### src/rtl/lease_pred_pkg.sv
package lease_pred_pkg;

   typedef enum logic [1:0] {
      ACT_HOLD   = 2'd0,
      ACT_GROW   = 2'd1,
      ACT_SHRINK = 2'd2
   } lease_act_e;

endpackage

### src/rtl/lease_evt_arbiter.sv
module lease_evt_arbiter
   import lease_pred_pkg::*;
(
   input  logic       grow_req_i,
   input  logic       shrink_a_i,
   input  logic       shrink_b_i,
   output lease_act_e act_o
);

   logic shrink_any;

   assign shrink_any = shrink_a_i | shrink_b_i;

   always_comb begin
      if (shrink_any)
         act_o = ACT_SHRINK;
      else if (grow_req_i)
         act_o = ACT_GROW;
      else
         act_o = ACT_HOLD;
   end

endmodule

### src/rtl/lease_sat_step.sv
module lease_sat_step
   import lease_pred_pkg::*;
#(
   parameter int LIFE_W  = 8,
   parameter int LIFE_MIN = 1,
   parameter int LIFE_MAX = 250,
   parameter int STEP_UP = 1,
   parameter int STEP_DN = 1
) (
   input  logic [LIFE_W-1:0] cur_i,
   input  lease_act_e        act_i,
   output logic [LIFE_W-1:0] nxt_o
);

   localparam logic [LIFE_W-1:0] MAX_V = LIFE_W'(LIFE_MAX);
   localparam logic [LIFE_W-1:0] MIN_V = LIFE_W'(LIFE_MIN);
   localparam logic [LIFE_W-1:0] UP_V  = LIFE_W'(STEP_UP);
   localparam logic [LIFE_W-1:0] DN_V  = LIFE_W'(STEP_DN);

   logic [LIFE_W-1:0] grown;
   logic [LIFE_W-1:0] shrunk;

   generate
      if (STEP_UP == 1) begin : g_up_unit
         always_comb begin
            if (cur_i >= MAX_V)
               grown = MAX_V;
            else
               grown = cur_i + 1'b1;
         end
      end else begin : g_up_wide
         logic [LIFE_W-1:0] headroom;
         always_comb begin
            headroom = (cur_i >= MAX_V) ? '0 : (MAX_V - cur_i);
            if (headroom < UP_V)
               grown = MAX_V;
            else
               grown = cur_i + UP_V;
         end
      end

      if (STEP_DN == 1) begin : g_dn_unit
         always_comb begin
            if (cur_i <= MIN_V)
               shrunk = MIN_V;
            else
               shrunk = cur_i - 1'b1;
         end
      end else begin : g_dn_wide
         logic [LIFE_W-1:0] legroom;
         always_comb begin
            legroom = (cur_i <= MIN_V) ? '0 : (cur_i - MIN_V);
            if (legroom < DN_V)
               shrunk = MIN_V;
            else
               shrunk = cur_i - DN_V;
         end
      end
   endgenerate

   always_comb begin
      unique case (act_i)
         ACT_GROW:   nxt_o = grown;
         ACT_SHRINK: nxt_o = shrunk;
         default:    nxt_o = cur_i;
      endcase
   end

endmodule

### src/rtl/lease_pred.sv
module lease_pred
   import lease_pred_pkg::*;
#(
   parameter int LIFE_W    = 8,
   parameter int LIFE_MIN  = 1,
   parameter int LIFE_MAX  = 250,
   parameter int LIFE_INIT = 10,
   parameter int STEP_UP   = 1,
   parameter int STEP_DN   = 1
) (
   input  logic              clk,
   input  logic              rst_n,
   input  logic              load_expired_i,
   input  logic              store_live_i,
   input  logic              evict_live_i,
   output logic [LIFE_W-1:0] lease_o
);

   localparam logic [LIFE_W-1:0] INIT_V = LIFE_W'(LIFE_INIT);

   generate
      if (LIFE_W < 2 || LIFE_W > 31) begin : g_bad_w
         $error("lease_pred: LIFE_W out of supported range");
      end
      if (LIFE_MIN < 0 || LIFE_MIN > LIFE_MAX) begin : g_bad_min
         $error("lease_pred: LIFE_MIN must not exceed LIFE_MAX");
      end
      if (LIFE_MAX >= (1 << LIFE_W)) begin : g_bad_max
         $error("lease_pred: LIFE_MAX does not fit in LIFE_W bits");
      end
      if (LIFE_INIT < LIFE_MIN || LIFE_INIT > LIFE_MAX) begin : g_bad_init
         $error("lease_pred: LIFE_INIT outside the clamp range");
      end
      if (STEP_UP < 1 || STEP_UP >= (1 << LIFE_W)) begin : g_bad_up
         $error("lease_pred: STEP_UP out of range");
      end
      if (STEP_DN < 1 || STEP_DN >= (1 << LIFE_W)) begin : g_bad_dn
         $error("lease_pred: STEP_DN out of range");
      end
   endgenerate

   lease_act_e        act;
   logic [LIFE_W-1:0] lease_q;
   logic [LIFE_W-1:0] lease_d;

   lease_evt_arbiter u_arb (
      .grow_req_i (load_expired_i),
      .shrink_a_i (store_live_i),
      .shrink_b_i (evict_live_i),
      .act_o      (act)
   );

   lease_sat_step #(
      .LIFE_W   (LIFE_W),
      .LIFE_MIN (LIFE_MIN),
      .LIFE_MAX (LIFE_MAX),
      .STEP_UP  (STEP_UP),
      .STEP_DN  (STEP_DN)
   ) u_step (
      .cur_i (lease_q),
      .act_i (act),
      .nxt_o (lease_d)
   );

   always_ff @(posedge clk) begin
      if (!rst_n)
         lease_q <= INIT_V;
      else
         lease_q <= lease_d;
   end

   assign lease_o = lease_q;

endmodule

### config.mk
export PLATFORM = sky130hd
export DESIGN_NAME = lease_pred
export DESIGN_NICKNAME = d
export VERILOG_FILES = /design/src/rtl/lease_pred_pkg.sv /design/src/rtl/lease_evt_arbiter.sv /design/src/rtl/lease_sat_step.sv /design/src/rtl/lease_pred.sv
export SDC_FILE = /design/constraint.sdc
export NUM_CORES = 1
export LEC_CHECK = 0
export BUFFER_PORTS_ARGS = -buffer_cell sky130_fd_sc_hd__buf_4
export CORE_UTILIZATION = 53
export DETAILED_ROUTE_END_ITERATION = 16
export GPL_TIMING_DRIVEN = 0
export PLACE_DENSITY = 0.77
export SLEW_MARGIN = 15
export SYNTH_ARGS = -nofsm -noshare
export SYNTH_HDL_FRONTEND = slang
export SYNTH_SLANG_ARGS = --single-unit
### constraint.sdc
create_clock -name clk -period 2.2 [get_ports clk]
set_input_delay 0.22 -clock clk [delete_from_list [all_inputs] [get_ports clk]]
set_output_delay 0.22 -clock clk [all_outputs]
set_load 0.1 [all_outputs]
==> load_flow_metrics.sql <==
INSERT INTO impl_metrics (metric_group, metric, value, unit) VALUES
('critical_path', 'regToRegEndpoint', 'lease_o[5]', ''),
('sta', 'hold_viol_final', '0', ''),
('sta', 'finalMaxSlewViolations', '0', ''),
('power', 'p_leak', '0.3230', 'nW'),
('critical_path', 'critical_path_required', '2.33', 'ns'),
('finish', 'largest_register_ffs', '8', ''),
('sta', 'max_slew_headroom', '64.08', '%'),
('drt', 'antenna_left', '0', ''),
('sta', 'setup_tns', '0', 'ns'),
('synth', 'synth_largest_area_cell', 'sky130_fd_sc_hd__dfxtp_1', ''),
('global_route', 'grt_start_max_net_pins', '11', ''),
('drt', 'routed_vias', '829', ''),
('finish', 'antenna_cells_inserted', '0', ''),
('finish', 'area_of_combinational_cells_with_multiple_inputs', '490.5', 'um^2'),
('drt', 'drc', '0', ''),
('synth', 'syn_nets', '104', ''),
('placed_design', 'place.gp.congestion', '0.8994', ''),
('global_route', 'grt_first_pass_wirelength', '3174', 'um'),
('sta', 'unrepaired_setup_endpoints_after_global_routing', 'false', ''),
('clocking', 'clk_transition_reported_paths', '0.06', 'ns'),
('synth', 'postSynth.topFlopCell', 'sky130_fd_sc_hd__dfxtp_1', ''),
('min_path', 'min_delay_worst_endpoint', 'lease_o[6]', ''),
('die', 'io_count', '13', ''),
('min_path', 'hold-path-cell-count', '4', ''),
('sta', 'skew', '0.003084', 'ns'),
('finish', 'sequential_cell_area', '162.7', 'um^2'),
('critical_path', 'launch_instance_of_the_worst_register_to_register_path', 'lease_o[0]', ''),
('die', 'placement_rows', '12', ''),
('finish', 'fillCellCount', '111', ''),
('clocking', 'clkLatencyLatePin', '0.26', 'ns'),
('finish', 'areaGrowthSynthToFinish', '17.61', '%'),
('synth', 'synth-seq-cells', '8', ''),
('critical_path', 'cp_max_fo', '10', ''),
('die', 'die_w', '38.62', 'um'),
('placed_design', 'port_buffers', '11', ''),
('clocking', 'cts_num_sinks', '8', ''),
('synth', 'synth_enable_flop_cells', '0', ''),
('synth', 'yosysMostFrequentCell', 'sky130_fd_sc_hd__nand2_1', ''),
('drt', 'vias_per_cell', '6.740', ''),
('die', 'die_y', '38.62', 'um'),
('finish', 'post_route_cells_drive_above_1_share', '22.94', '%'),
('power', 'fin_total_pwr', '0.5333', 'mW'),
('die', 'placeableCoreArea', '1171', 'um^2'),
('clocking', 'cts_root_buffer', 'sky130_fd_sc_hd__clkbuf_4', ''),
('finish', 'finish.cell_count_without_fillers', '123', ''),
('sta', 'setup-violations-final', '0', ''),
('critical_path', 'critical_path.startpoint_type', 'flip-flop', ''),
('placed_design', 'dpl.hpwl', '1357', 'um'),
('sta', 'timing.final.ws_setup', '0.3524', 'ns'),
('placed_design', 'place_worst_setup_slack', '0.3801', 'ns'),
('run_status', 'run_status', 'finished clean', ''),
('die', 'initial_core_util', '60.68', '%'),
('sta', 'fmaxAchievable', '541.2', 'MHz'),
('sta', 'max_slew.worst_pin.slew', '0.5347', 'ns'),
('synth', 'synth_area', '710.7', 'um^2'),
('clocking', 'clock_path_buffers', '2', ''),
('clocking', 'htree_num_levels', '1', ''),
('synth', 'yosysTopAreaCellShare', '22.54', '%'),
('drt', 'wirelength', '1882', 'um'),
('synth', 'yosys-top-cells-area', 'sky130_fd_sc_hd__dfxtp_1 (23%), sky130_fd_sc_hd__ha_1 (7.0%), sky130_fd_sc_hd__nand4_1 (7.0%), sky130_fd_sc_hd__nand2_1 (5.3%), sky130_fd_sc_hd__o31ai_1 (5.3%)', ''),
('synth', 'yosys.cell_types.count', '35', ''),
('sta', 'ratio_of_final_minimum_period_to_clock_period', '83.98', '%'),
('critical_path', 'worst-r2r-setup-slack', '0.35', 'ns'),
('min_path', 'min_path_type', 'input port to flip-flop', ''),
('clocking', 'numCtsBuffers', '3', ''),
('global_route', 'grt_usage', '31.53', '%'),
('synth', 'synth.top_cells.by_count', 'sky130_fd_sc_hd__nand2_1 (10), sky130_fd_sc_hd__dfxtp_1 (8), sky130_fd_sc_hd__nand4_1 (8)', ''),
('drt', 'drt_iter0_drc', '37', ''),
('sta', 'final.min_clock_period', '1.848', 'ns'),
('critical_path', 'critPathArrivalTime', '1.98', 'ns'),
('clocking', 'cts_tree', 'yes', '');
cell type report:
type | count | area share, %
clock buffer | 3 | 2.695
inverter | 2 | 0.8982
multi-input combinational | 76 | 58.68
tap | 14 | 2.096
buffer | 9 | 6.287
timing repair buffer | 11 | 9.880
sequential | 8 | 19.46
layout by cell type, fill, tap and decap left out, types with 4 or more instances in the layout:
master / instances
sky130_fd_sc_hd__o21ai_0: 4
sky130_fd_sc_hd__nand2_1: 10
sky130_fd_sc_hd__dfxtp_1: 6
sky130_fd_sc_hd__nand4_1: 8
sky130_fd_sc_hd__o31ai_1: 5
sky130_fd_sc_hd__ha_1: 4
sky130_fd_sc_hd__a21oi_1: 5
sky130_fd_sc_hd__nor2_1: 6
sky130_fd_sc_hd__buf_4: 13
sky130_fd_sc_hd__a31oi_1: 4
metal layers:
| metal | global-route usage [%] | vias to the layer above | share of wire (%) |
|---|---|---|---|
| li1 | - | 394 | - |
| met3 | 6.936 | 4 | 9.2 |
| met1 | 40.07 | 381 | 43 |
| met5 | 0 | - | 0 |
| met2 | 47.92 | 50 | 46 |
| met4 | 18.97 | 0 | 1.2 |
worst max-delay path: stages (launching register included):
cell and delay [ns]:
sky130_fd_sc_hd__dfxtp_2 0.42, sky130_fd_sc_hd__inv_1 0.09, sky130_fd_sc_hd__ha_1 0.21, sky130_fd_sc_hd__o31ai_1 0.29
sky130_fd_sc_hd__o21ai_0 0.24, sky130_fd_sc_hd__o311ai_0 0.36, sky130_fd_sc_hd__a31oi_1 0.12
worst max-delay path by stage:
stage | startpoint | end | slack [ns] | depth (start not counted)
finish | lease_o[0] | lease_o[5] | 0.35 | 6
global route | lease_o[0] | lease_o[5] | 0.09 | 6
CTS | lease_o[0] | lease_o[5] | 0.37 | 6
detailed placement | lease_o[0] | lease_o[5] | 0.38 | 6
global placement | lease_o[0] | lease_o[5] | 0.42 | 6
floorplan | lease_o[5] | lease_o[6] | 0.06 | 5
power by group:
| group | total (mW) | switching, mW | internal (mW) |
|---|---|---|---|
| sequential | 0.178 | 0.0195 | 0.159 |
| combinational | 0.237 | 0.169 | 0.0678 |
| clock | 0.118 | 0.0552 | 0.0628 |
| total | 0.533 | 0.244 | 0.289 |
kinds of logic (layout without fill, tap and decap cells):
kind of cell,count (synthesis),count (layout),share of synthesized area [%]
and+or+nand+nor,40,40,29.76
buffers and inverters,11,25,8.450
muxes,2,2,2.817
adders and majority gates,4,4,7.043
AOI/OAI and AO/OA,30,30,29.40
DFF,8,8,22.53
metrics by stage:
step	cell area (um^2)	utilization, %	hold slack, ns
floorplan	713.2	-	0.5023
global placement	813.3	69.44	0.5820
detailed placement	813.3	69.44	0.5832
CTS	835.8	71.37	0.3570
global route	835.8	71.37	0.3760
finish	835.8	71.37	0.3582
No activity file was read; power rests on OpenSTA's default activity.
